**config.mk**
```make
export PLATFORM = sky130hd
export DESIGN_NAME = rw_turn_arbiter
export DESIGN_NICKNAME = d
export VERILOG_FILES = /design/src/rtl/rw_turn_pkg.sv /design/src/rtl/turn_counter.sv /design/src/rtl/turn_decider.sv /design/src/rtl/rw_turn_arbiter.sv
export SDC_FILE = /design/constraint.sdc
export NUM_CORES = 1
export LEC_CHECK = 0
export BUFFER_PORTS_ARGS = -buffer_cell sky130_fd_sc_hd__buf_2
export CAP_MARGIN = 20
export CORE_AREA = 4 4 41 43
export CTS_BUF_LIST = sky130_fd_sc_hd__clkbuf_16
export DETAILED_ROUTE_END_ITERATION = 16
export DIE_AREA = 0 0 45 47
export HOLD_SLACK_MARGIN = 0.1
export PLACE_DENSITY = 0.69
export SLEW_MARGIN = 30
export SYNTH_ARGS = -nofsm -noshare
export SYNTH_HDL_FRONTEND = slang
export SYNTH_SLANG_ARGS = --single-unit
```
**constraint.sdc**
```tcl
create_clock -name clk -period 1.66 [get_ports clk]
set_clock_uncertainty 0.2 [all_clocks]
set_input_delay 0.083 -clock clk [delete_from_list [all_inputs] [get_ports clk]]
set_output_delay 0.083 -clock clk [all_outputs]
set_load 0.01 [all_outputs]
```
**src/rtl/rw_turn_pkg.sv**
```systemverilog
package rw_turn_pkg;
  localparam logic DIR_RD = 1'b0;
  localparam logic DIR_WR = 1'b1;

  // Watermark level from a buffer depth and a percentage (integer floor).
  function automatic int wm_level(input int depth, input int pct);
    return (depth * pct) / 100;
  endfunction
endpackage

```
**src/rtl/turn_counter.sv**
```systemverilog
module turn_counter #(
  parameter int LIMIT = 4
) (
  input  logic clk,
  input  logic rst_n,
  input  logic clr_i,
  input  logic inc_i,
  output logic met_o
);
  localparam int CW = (LIMIT < 1) ? 1 : $clog2(LIMIT + 1);
  localparam logic [CW-1:0] LIM_V = CW'(LIMIT);

  logic [CW-1:0] cnt_q;

  // Saturates at LIMIT: only "reached the minimum" matters.
  always_ff @(posedge clk or negedge rst_n) begin
    if (!rst_n) begin
      cnt_q <= '0;
    end else if (clr_i) begin
      cnt_q <= '0;
    end else if (inc_i && (cnt_q != LIM_V)) begin
      cnt_q <= cnt_q + 1'b1;
    end
  end

  assign met_o = (cnt_q >= LIM_V);

  // a direction change starts the new turn at zero bursts
  p_clear_on_turn_r8: assert property (@(posedge clk) disable iff (!rst_n)
    clr_i |=> (cnt_q == '0));

  p_count_bounded_r8: assert property (@(posedge clk) disable iff (!rst_n)
    cnt_q <= LIM_V);
endmodule

```
**src/rtl/turn_decider.sv**
```systemverilog
module turn_decider #(
  parameter int RW     = 6,
  parameter int WW     = 6,
  parameter int HI_LVL = 27,
  parameter int LO_LVL = 16
) (
  input  logic          dir_q,
  input  logic [RW-1:0] rd_occ,
  input  logic [WW-1:0] wr_occ,
  input  logic          rd_met,
  input  logic          wr_met,
  input  logic          drain,
  output logic          dir_nxt
);
  import rw_turn_pkg::*;

  localparam logic [WW-1:0] HI_V = WW'(HI_LVL);
  localparam logic [WW-1:0] LO_V = WW'(LO_LVL);

  logic rd_empty, wr_empty, at_high, below_low;

  assign rd_empty  = (rd_occ == '0);
  assign wr_empty  = (wr_occ == '0);
  assign at_high   = (wr_occ >= HI_V);
  assign below_low = (wr_occ < LO_V);

  always_comb begin
    dir_nxt = dir_q;
    if (dir_q == DIR_RD) begin
      if (!wr_empty && (rd_empty || drain || (rd_met && at_high)))
        dir_nxt = DIR_WR;
    end else begin
      if (wr_empty)
        dir_nxt = DIR_RD;
      else if (!drain && below_low && wr_met && !rd_empty)
        dir_nxt = DIR_RD;
    end
  end
endmodule

```
**src/rtl/rw_turn_arbiter.sv**
```systemverilog
module rw_turn_arbiter #(
  parameter int RQ_DEPTH = 32,
  parameter int WQ_DEPTH = 32,
  parameter int HI_PCT   = 85,
  parameter int LO_PCT   = 50,
  parameter int MIN_RD   = 4,
  parameter int MIN_WR   = 4,
  localparam int RW = $clog2(RQ_DEPTH + 1),
  localparam int WW = $clog2(WQ_DEPTH + 1)
) (
  input  logic          clk,
  input  logic          rst_n,
  input  logic [RW-1:0] rd_occ,
  input  logic [WW-1:0] wr_occ,
  input  logic          issue_vld,
  input  logic          issue_is_wr,
  input  logic          drain_req,
  output logic          dir_cur,
  output logic          dir_next,
  output logic          turn_pulse,
  output logic          cfg_err
);
  import rw_turn_pkg::*;

  localparam int HI_LVL = wm_level(WQ_DEPTH, HI_PCT);
  localparam int LO_LVL = wm_level(WQ_DEPTH, LO_PCT);
  localparam logic [WW-1:0] HI_V = WW'(HI_LVL);

  logic       dir_q, turn_q, switch_now;
  logic [1:0] met;   // [0] reads reached minimum, [1] writes reached minimum

  assign cfg_err = (LO_PCT >= HI_PCT);

  turn_decider #(
    .RW(RW), .WW(WW), .HI_LVL(HI_LVL), .LO_LVL(LO_LVL)
  ) u_decide (
    .dir_q  (dir_q),
    .rd_occ (rd_occ),
    .wr_occ (wr_occ),
    .rd_met (met[0]),
    .wr_met (met[1]),
    .drain  (drain_req),
    .dir_nxt(dir_next)
  );

  assign switch_now = (dir_next != dir_q);

  for (genvar g = 0; g < 2; g++) begin : g_turn_cnt
    localparam int LIM = (g == 0) ? MIN_RD : MIN_WR;
    turn_counter #(.LIMIT(LIM)) u_cnt (
      .clk  (clk),
      .rst_n(rst_n),
      .clr_i(switch_now),
      .inc_i(issue_vld && (issue_is_wr == 1'(g))),
      .met_o(met[g])
    );
  end

  always_ff @(posedge clk or negedge rst_n) begin
    if (!rst_n) begin
      dir_q  <= DIR_RD;
      turn_q <= 1'b0;
    end else begin
      dir_q  <= dir_next;
      turn_q <= switch_now;
    end
  end

  assign dir_cur    = dir_q;
  assign turn_pulse = turn_q;

  // pulse and direction change coincide
  p_pulse_on_change_r9: assert property (@(posedge clk) disable iff (!rst_n)
    turn_pulse |-> (dir_cur != $past(dir_cur)));
  p_change_has_pulse_r9: assert property (@(posedge clk) disable iff (!rst_n)
    (dir_cur != $past(dir_cur)) |-> turn_pulse);

  // starved reads hand the channel to writes
  p_empty_read_r3: assert property (@(posedge clk) disable iff (!rst_n)
    (!dir_cur && (rd_occ == '0) && (wr_occ != '0)) |=> dir_cur);

  // no voluntary write turn below the high watermark
  p_no_early_write_r4: assert property (@(posedge clk) disable iff (!rst_n)
    (!dir_cur && !drain_req && (rd_occ != '0) && (wr_occ < HI_V)) |=> !dir_cur);

  // nothing left to write returns the channel to reads
  p_write_empty_r6: assert property (@(posedge clk) disable iff (!rst_n)
    (dir_cur && (wr_occ == '0)) |=> !dir_cur);

  // draining holds write mode while writes remain
  p_drain_hold_r7: assert property (@(posedge clk) disable iff (!rst_n)
    (dir_cur && drain_req && (wr_occ != '0)) |=> dir_cur);
endmodule

```
Word level (Yosys, flattened, before mapping)
Index checks and enable logic that the tools add are counted.
{"block": "op_classes", "mul": 0, "add_sub_neg": 2, "n_mux": 8, "n_bitwise": 1, "div_mod_pow": 0, "reduce_logical": 18, "n_lt_le_gt_ge": 4, "eq_ne": 3, "shift": 0}
{"op": "$logic_not A6 Y1", "count": 2}
{"op": "$mux W3", "count": 4}
{"op": "$logic_and A1 B1 Y1", "count": 9}
{"op": "$add A3 B1 Y3 const B", "count": 2}
{"op": "$ge A3 B3 Y1 const B", "count": 2}
{"op": "$ge A6 B5 Y1 const B", "count": 1}
{"op": "$lt A6 B5 Y1 const B", "count": 1}
{"op": "$ne A3 B3 Y1 const B", "count": 2}
{"op": "$mux W1", "count": 4}
{"op": "$reduce_bool A2 Y1", "count": 2}
{"op": "$logic_not A1 Y1", "count": 3}
{"op": "$logic_or A1 B1 Y1", "count": 2}
{"op": "$ne A1 B1 Y1", "count": 1}
{"op": "$not A1 Y1", "count": 1}
{"block": "word_totals", "register_bits": 8, "out_inout_bits": 4, "romBits": 0, "n_memories": 0, "ramBits": 0, "latchBits": 0}

Logic depth before layout (Yosys ltp)
Gate-level depths: netlist (run 1).
{"block": "depth", "ltp_word": 9, "ltp_mapped": 6}

Modules after synthesis
A second synthesis (run 1) with hierarchy kept.
{"block": "unflattened", "hier_cells": 54, "area_unflattened_um2": 534.3}
{"mod": "turn_counter", "instances": 2, "seq_area_each_um2": 75.1, "area_per_inst_um2": 190.2, "cells_each": 18}
{"mod": "rw_turn_arbiter", "instances": 1, "seq_area_each_um2": 50.0, "area_per_inst_um2": 86.3, "cells_each": 7}
{"mod": "turn_decider", "instances": 1, "seq_area_each_um2": 0.0, "area_per_inst_um2": 67.6, "cells_each": 11}

Least setup slack after synthesis (run 1)
OpenSTA, ideal clock, no wires.
{"block": "synth_path", "path_kind": "register to register", "from": "register g_turn_cnt[1].u_cnt.cnt_q[1]", "to": "register g_turn_cnt[1].u_cnt.cnt_q[1]", "setup_slack_ns": 0.138, "setup_time_ns": 0.107, "arrival_time_ns": 1.216, "path_stages_with_launch": 7, "period_less_slack_ns": 1.522, "cell_sequence": "dfrtp_1 > inv_1 > ha_1 > nand2_1 > nand3_1 > nor2_1 > a2111oi_4"}
{"block": "synth_between", "elab_chain_cells": 8, "elab_cells_between_ends": 13, "cone_classes": "add/sub (1); order compare (1); eq/ne (2); mux (5); reduce/logical (4)"}
{"element": "from (decl)", "line": "turn_counter.sv:13", "source": "logic [CW-1:0] cnt_q;"}
{"element": "from (signal assigned)", "line": "turn_counter.sv:22", "source": "cnt_q <= cnt_q + 1'b1;"}
{"element": "$ge A3 B3 Y1", "line": "turn_counter.sv:26", "source": "assign met_o = (cnt_q >= LIM_V);"}
{"element": "$logic_and A1 B1 Y1 (2 in a row)", "line": "turn_decider.sv:35", "source": "else if (!drain && below_low && wr_met && !rd_empty)"}
{"element": "$mux W1", "line": "turn_decider.sv:35"}
{"element": "$mux W1", "line": "turn_decider.sv:33", "source": "if (wr_empty)"}
{"element": "$mux W1", "line": "turn_decider.sv:29", "source": "if (dir_q == DIR_RD) begin"}
{"element": "$ne A1 B1 Y1", "line": "rw_turn_arbiter.sv:46", "source": "assign switch_now = (dir_next != dir_q);"}
{"element": "$mux W3 or $reduce_bool A2 Y1 (tied branches)"}
Parallel ways exist; a longest one is shown, timed or not. The select of a mux whose other input is x is not followed.
A chain may end at the register's enable or synchronous reset.

Worst setup path after layout (run 1)
{"block": "layout_path", "from": "register g_turn_cnt[0].u_cnt.cnt_q[2]", "to": "output dir_next"}
{"block": "layout_between", "elab_chain_cells": 6}
{"element": "from (decl)", "line": "turn_counter.sv:13"}
{"element": "from (signal assigned)", "line": "turn_counter.sv:22"}
{"element": "$ge A3 B3 Y1", "line": "turn_counter.sv:26"}
{"element": "$logic_and A1 B1 Y1", "line": "turn_decider.sv:30", "source": "if (!wr_empty && (rd_empty || drain || (rd_met && at_high)))"}
{"element": "$logic_or A1 B1 Y1", "line": "turn_decider.sv:30"}
{"element": "$logic_and A1 B1 Y1", "line": "turn_decider.sv:30"}
{"element": "$mux W1", "line": "turn_decider.sv:30"}
{"element": "$mux W1", "line": "turn_decider.sv:29"}
{"element": "to (decl)", "line": "rw_turn_arbiter.sv:19", "source": "output logic dir_next,"}
No other way between the ends.

==> flow_summary.toml, run 1 <==
[global_routing]
grt_pass1_vias = 464
grt_pass1_wl_um = 1930
gr-usage-all-layers = 0.136
grtUsageMet3 = 0.0690
grtUsageMet1 = 0.154
grt_util_met2 = 0.209
antenna_found_initial = 0
gr-total-overflow = 0
grt.busiest_layer = "met2"
grt_max_degree = 9

[run]
cap_violations = 0

[synth]
synth_top_area_cell = "dfrtp_1"
syn_area_um2 = 549
ys_types = 27
syn-num-nets = 74
synth-seq-area-share = 0.364
synth_area_per_cell_um2 = 10.4
synth.area.top_cells = "dfrtp_1 (36%), ha_1 (9.1%), a2111oi_4 (5.0%)"
yosysWarnings = 0
yosys.area.top_type_share = 0.364
synth_seq_cells = 8
syn_inst = 53

[floorplan]
initial_core_util = 0.422
dieWidth_um = 45
row_count = 13
ios = 21
core_um2 = 1300
die_h_um = 47
die_area_um2 = 2120

[setup_path]
cp_slowest_cell = "dfrtp_2"
r2r_start = "g_turn_cnt[0].u_cnt.cnt_q[2]"
worstPathCellList = "buf_4, a2bb2oi_4, buf_4, nand2_1, o21a_1, buf_2"
crit_type = "flop to output pin"
crit_family = "flip-flops"
cp-startpoint = "g_turn_cnt[0].u_cnt.cnt_q[2]"
crit_path_end_kind = "output pin"
start_kind = "flop"
worstPathArrival_ps = 1390
cp_max_fo = 3
crit_buf_inv = 3
worstReg2RegEnd = "g_turn_cnt[0].u_cnt.cnt_q[1]"
worst-path-stages = 6
critPathRequiredTime_ps = 1380
critPathMaxStageDelay_ps = 410
crit_path_frequent_cell = "buf_4"
r2r_cells = 4
r2r_setup_slack_ps = 10

[cts]
cts_root_buffer = "clkbuf_16"
clk_path_buf_depth = 2
clk_pin_slew_worst_paths_ps = 40
htreeDepth = 1
cts_inserted_buffers = 3
clock_sink_count = 8
insertion_delay_ps = 230
cts_tree = "built"

[drt]
drt_iter0_markers = 7
vias_per_cell = 4.91
drc = 0
vias = 476
drt-total-wl_um = 1220
drtPass1Iterations = 4
wire_per_inst_um = 12.5
ant_nets = 0

[power_and_ir_drop]
switchingPower_w = 0.000358
power.density_nw_per_um2 = 1430
power_w = 0.00119
swShare = 0.301
intPower_w = 0.000829
p_clk_frac = 0.337
power.leakage_nw = 0.387
comb_power_share = 0.377
seq_power_share = 0.286
ir_drop_v = 0.000841

[run_status]
outcome = "finished with violations"
violations = "negative setup slack"

[place]
place_ws_ps = 9.28
io_buffers = 19
placed_cells = 89
dp_hpwl_um = 911
gp_congestion = 0.769

[cells_and_area]
drive_gt1_frac = 0.451
antennaDiodeCount = 0
instances_no_fill = 97
fillers = 119
multi_input_area_um2 = 354
seqCellArea_um2 = 201
fin_nets = 105
syn_to_final_growth_pct = 51.0

[timing]
setup_viol = 1
hold_viol = 0
fmax_mhz = 599
worstMarginPinSlew_ps = 613
slew_headroom = 0.591
setup_slack_ps = -8.16
fin_crit_ps = 1670
timing.final.crit_share = 1.00
drv_slew = 0
grt_setup_unrepaired = "true"

[min_path]
holdPathStages = 4
min_to = "dir_cur"
hp-start = "wr_occ[2]"
hold_path.class = "primary input to flop"
[synthesized netlist by cell type]
| library cell | number |
|---|---|
| or4_4 | 1 |
| or2_1 | 1 |
| inv_1 | 4 |
| nor2_1 | 2 |
| nor3_1 | 4 |
| nor4_1 | 1 |
| ha_1 | 4 |
| a21oi_1 | 4 |
| nor4_2 | 1 |
| a211oi_2 | 1 |
| buf_4 | 1 |
| and4bb_2 | 1 |
| conb_1 | 1 |
| dfrtp_1 | 8 |
| nand2b_1 | 2 |
| a31oi_1 | 1 |
| a22o_2 | 1 |
| nor3_4 | 1 |
| a2bb2oi_1 | 1 |
| nand2_1 | 2 |
| nand3_1 | 3 |
| mux2i_1 | 2 |
| xnor2_1 | 2 |
| nand3b_1 | 1 |
| nor3b_1 | 1 |
| o21a_1 | 1 |
| a2111oi_4 | 1 |
[registers in the layout (all words and copies together), names as in the netlist]
name / count
turn_pulse: 1
g_turn_cnt.u_cnt.cnt_q: 6
dir_cur: 1
[through the flow]
stage                     hold WS (ps)   util  area, um^2  TNS, ps
after global placement            -263  0.521         678        0
after detailed placement          -263  0.521         678        0
after floorplan                   -413      -         549        0
final                              107  0.638         830    -8.16
after CTS                          106  0.614         800    -62.9
after global routing               156  0.638         830     -506
[final cells by class]
class	count	area share
multi-input cells	40	0.427
flip-flops and latches	8	0.243
repair buffers	27	0.199
clock buffers	3	0.0905
well taps	15	0.0226
inverters	4	0.0181
[layout by cell type, fill, tap and decap left out, drive strengths merged]
cell and count:
xnor2 2, a2111oi 1, or4 1, and4bb 1, a31oi 1, dlygate4sd3 4
nand2b 2, inv 4, nor2 2, dfrtp 8, a22o 1, o21a 1
nand3b 1, buf 23, nor3 5, or2 1, nor3b 1, a21oi 4
clkbuf 3, ha 4, a211oi 1, nor4 2, conb 1, a2bb2oi 1
nand2 2, mux2i 2, nand3 3
[worst min-delay path, cell delays in order]
cell	delay [ps]
buf_2	110
nor3_4	50
a21oi_1	110
o21a_1	140
[metal layers]
metal,wire [um],up-vias
met2,650,6
met4,0,0
met3,54,0
li1,-,250
met1,512,220
met5,0,-
[logic make-up (layout without fill, tap and decap cells)]
| group | after synthesis | count (layout) | share of synthesized area |
|---|---|---|---|
| buf+inv | 5 | 34 | 0.0410 |
| xor+xnor | 2 | 2 | 0.0319 |
| other cells | 1 | 1 | 0.00683 |
| flops | 8 | 8 | 0.364 |
| compound gates | 10 | 10 | 0.169 |
| simple gates | 21 | 21 | 0.260 |
| fa+ha+maj | 4 | 4 | 0.0911 |
| mux | 2 | 2 | 0.0364 |
[power by group through the flow]
| stage | Combinational (W) | Clock [W] | Sequential, W |
|---|---|---|---|
| floorplan | 0.000276 | 0 | 0.000332 |
| global placement | 0.000385 | 0 | 0.000337 |
| detailed placement | 0.000397 | 0 | 0.000337 |
| CTS | 0.000410 | 0.000417 | 0.000337 |
| global route | 0.000495 | 0.000421 | 0.000352 |
| finish | 0.000447 | 0.000400 | 0.000339 |
[worst max path at each step]
stage | end | slack [ps]
after detailed placement | g_turn_cnt[1].u_cnt.cnt_q[0] | 9
after CTS | dir_next | -20
final | dir_next | -8
after global placement | g_turn_cnt[1].u_cnt.cnt_q[0] | 40
after global routing | g_turn_cnt[0].u_cnt.cnt_q[1] | -90
after floorplan | g_turn_cnt[1].u_cnt.cnt_q[1] | 140
[timing repair]
item | in CTS | in global routing
endpoints found under the setup margin | 1 | 8
hold endpoints to repair | 10 | 0
resized for setup | 1 | 4
hold buffers | 4 | 0
buffers inserted | 0 | 1
pin swaps | 0 | 2
(Power assumes the default switching activity.)
==> run 2: changes to the inputs <==
--- a/config.mk
+++ b/config.mk
@@ -12,8 +12,9 @@
 export DETAILED_ROUTE_END_ITERATION = 16
 export DIE_AREA = 0 0 45 47
 export HOLD_SLACK_MARGIN = 0.1
-export PLACE_DENSITY = 0.69
+export PLACE_DENSITY = 0.68
 export SLEW_MARGIN = 30
 export SYNTH_ARGS = -nofsm -noshare
 export SYNTH_HDL_FRONTEND = slang
+export SYNTH_HIERARCHICAL = 1
 export SYNTH_SLANG_ARGS = --single-unit
==> run 2 against run 1 <==
Compared with the run above: the flow still finishes with violations (negative setup slack); via count is 11% higher; sequential power rose by 2%; total power rose by 17%; utilization grew 6.4 points; hold slack improved by 30 ps; final cell count up 6.2%; first-iteration DRC count is 14% lower.
==> flow_summary.toml, run 2 <==
[synth]
synth_seq_cells = 8
syn_area_um2 = 534
syn_inst = 54
synth.area.top_cells = "dfrtp_1 (37%), ha_1 (9.4%), mux2_4 (5.6%)"
async_reset_ff_frac = 1.00
synth_area_per_cell_um2 = 9.89
synth_common_cells = "dfrtp_1 (8), a21oi_1 (5), ha_1 (4), inv_1 (4), nand2b_1 (4)"
synth-seq-area-share = 0.375
ys_types = 24
synth_edf_count = 0
ys.flop_type = "dfrtp_1"
yosysWarnings = 6
synth_top_area_cell = "dfrtp_1"
syn-num-nets = 75
synth.most_common_cell = "dfrtp_1"
yosys.area.top_type_share = 0.375

[setup_path]
r2r_cells = 8
critPathRequiredTime_ps = 1570
critPathMaxStageDelay_ps = 390
crit_buf_inv = 1
crit_path_frequent_cell = "a21oi_2"
crit_type = "flop to flop"
r2r_setup_slack_ps = -260
worstPathArrival_ps = 1830
r2r_start = "g_turn_cnt[0].u_cnt/cnt_q[2]"
crit_path_end_kind = "flop"
crit_family = "compound AO/OA/AOI/OAI gates"
cp_max_fo = 3
start_kind = "flop"
worstReg2RegEnd = "g_turn_cnt[1].u_cnt/cnt_q[0]"
worstPathCellList = "a21oi_2, o21ai_1, a221oi_2, a21oi_2, xor2_2, buf_4, nor2b_2, mux2_4"
cp_slowest_cell = "dfrtp_1"

[timing]
fmax_mhz = 520
hold_viol = 0
grt_setup_unrepaired = "true"
timing.final.crit_share = 1.16
fin_crit_ps = 1920
setup_viol = 8
setup_slack_ps = -262
drv_slew = 0

[min_path]
hp-start = "issue_is_wr"
min_to = "g_turn_cnt[1].u_cnt/cnt_q[2]"
hold_path.class = "primary input to flop"
holdPathStages = 4

[cts]
clk_pin_slew_worst_paths_ps = 40
clk_path_buf_depth = 2
insertion_delay_ps = 230
cts_tree = "built"
cts_root_buffer = "clkbuf_16"
cts_inserted_buffers = 3
htreeDepth = 1
clock_sink_count = 8

[cells_and_area]
seqCellArea_um2 = 200
drive_gt1_frac = 0.591
final_cell_area_um2 = 913
fillers = 104
syn_to_final_growth_pct = 71.0
final_cell_mix = "buf_2 (18), dfrtp_1 (8), buf_6 (7)"
fin_nets = 111
layout_commonest_cell = "buf_2"
instances_no_fill = 103
antennaDiodeCount = 0
largest_reg_flops = 6
multi_input_area_um2 = 360
top_register = "g_turn_cnt.u_cnt/cnt_q"

[power_and_ir_drop]
seq_power_share = 0.249
intPower_w = 0.000953
ir_drop_v = 0.000929
power.leakage_nw = 0.450
p_clk_frac = 0.294
comb_power_share = 0.457
power_w = 0.00138
power.density_nw_per_um2 = 1510
swShare = 0.311
switchingPower_w = 0.000430

[global_routing]
antenna_found_initial = 0
grt_pass1_vias = 552
grt_max_degree = 9
grt_pass1_wl_um = 2220
gr-total-overflow = 0
gr-usage-all-layers = 0.154

[place]
place_area_um2 = 718
gp_congestion = 0.746
dp_hpwl_um = 984
io_buffers = 19
placed_cells = 94

[drt]
vias = 526
ant_nets = 0
vias_per_cell = 5.11
drt-total-wl_um = 1460
drt_iter0_markers = 6
drtPass1Iterations = 4
wire_per_inst_um = 14.1
drc = 0

[floorplan]
row_count = 13
die_h_um = 47
die_area_um2 = 2120
core_um2 = 1300
ios = 21
dieWidth_um = 45
initial_core_util = 0.411

[run_status]
violations = "negative setup slack"
outcome = "finished with violations"

[run]
cap_violations = 0
run 2: power groups by stage:
stage	Sequential, W	Clock (W)	Combinational [W]
finish	0.000345	0.000407	0.000632
global route	0.000354	0.000422	0.000698
CTS	0.000336	0.000412	0.000612
detailed placement	0.000336	0	0.000452
global placement	0.000335	0	0.000431
floorplan	0.000336	0	0.000290
run 2: routing by layer:
layer / track usage / vias up / wire length (um)
met5: 0 / - / 0
met4: 0.105 / 0 / 0
met3: 0.0268 / 0 / 124
met2: 0.299 / 21 / 787
met1: 0.145 / 252 / 546
li1: - / 253 / -
run 2: through the flow:
| step | hold WS [ps] | setup TNS (ps) | worst slack, ps | util |
|---|---|---|---|---|
| finish | 137 | -1520 | -262 | 0.702 |
| global route | 156 | -2430 | -388 | 0.702 |
| CTS | 128 | -1630 | -275 | 0.694 |
| detailed placement | -261 | -1370 | -292 | 0.552 |
| global placement | -266 | -940 | -213 | 0.552 |
| floorplan | -413 | -1110 | -313 | - |
run 2: repair_timing:
item / 4_1_cts / 5_1_grt
endpoints found under the setup margin: 8 / 8
gates cloned: 0 / 0
hold buffers: 3 / 0
pin swaps: 1 / 2
buffers inserted: 5 / 2
resized for setup: 10 / 6
endpoints found under the hold margin: 9 / 0
run 2: area by class of cell:
type,instances,share of cell area
Tap cell,15,0.0205
Timing Repair Buffer,34,0.267
Clock buffer,3,0.0822
Inverter,4,0.0164
Multi-Input combinational cell,39,0.395
Sequential cell,8,0.219
run 2: kinds of logic after synthesis:
logic type | after synthesis | share of synthesized area
AOI/OAI and AO/OA | 9 | 0.115
xor gates and xnor gates | 1 | 0.0164
adders and majority gates | 4 | 0.0937
buffers and inverters | 7 | 0.0562
DFF | 8 | 0.375
muxes | 4 | 0.0937
other | 1 | 0.00702
and+or+nand+nor | 20 | 0.244
run 2: worst max path at each step:
| stage | slack (ps) | start | to | depth (start not counted) |
|---|---|---|---|---|
| after floorplan | -310 | g_turn_cnt[0].u_cnt/cnt_q[2] | g_turn_cnt[0].u_cnt/cnt_q[0] | 8 |
| final | -260 | g_turn_cnt[0].u_cnt/cnt_q[2] | g_turn_cnt[1].u_cnt/cnt_q[0] | 8 |
| after CTS | -280 | g_turn_cnt[0].u_cnt/cnt_q[2] | g_turn_cnt[1].u_cnt/cnt_q[1] | 9 |
| after global placement | -210 | g_turn_cnt[0].u_cnt/cnt_q[2] | g_turn_cnt[1].u_cnt/cnt_q[0] | 7 |
| after detailed placement | -290 | g_turn_cnt[0].u_cnt/cnt_q[2] | g_turn_cnt[1].u_cnt/cnt_q[0] | 7 |
| after global routing | -390 | g_turn_cnt[0].u_cnt/cnt_q[2] | g_turn_cnt[0].u_cnt/cnt_q[1] | 9 |
run 2: worst register-to-register path: cells and delay by family (launching register included):
kind,cells,cell delay (ps)
simple gates,1,40
xor+xnor,1,180
mux,1,270
compound gates,4,560
buf+inv,1,160
flops,1,390
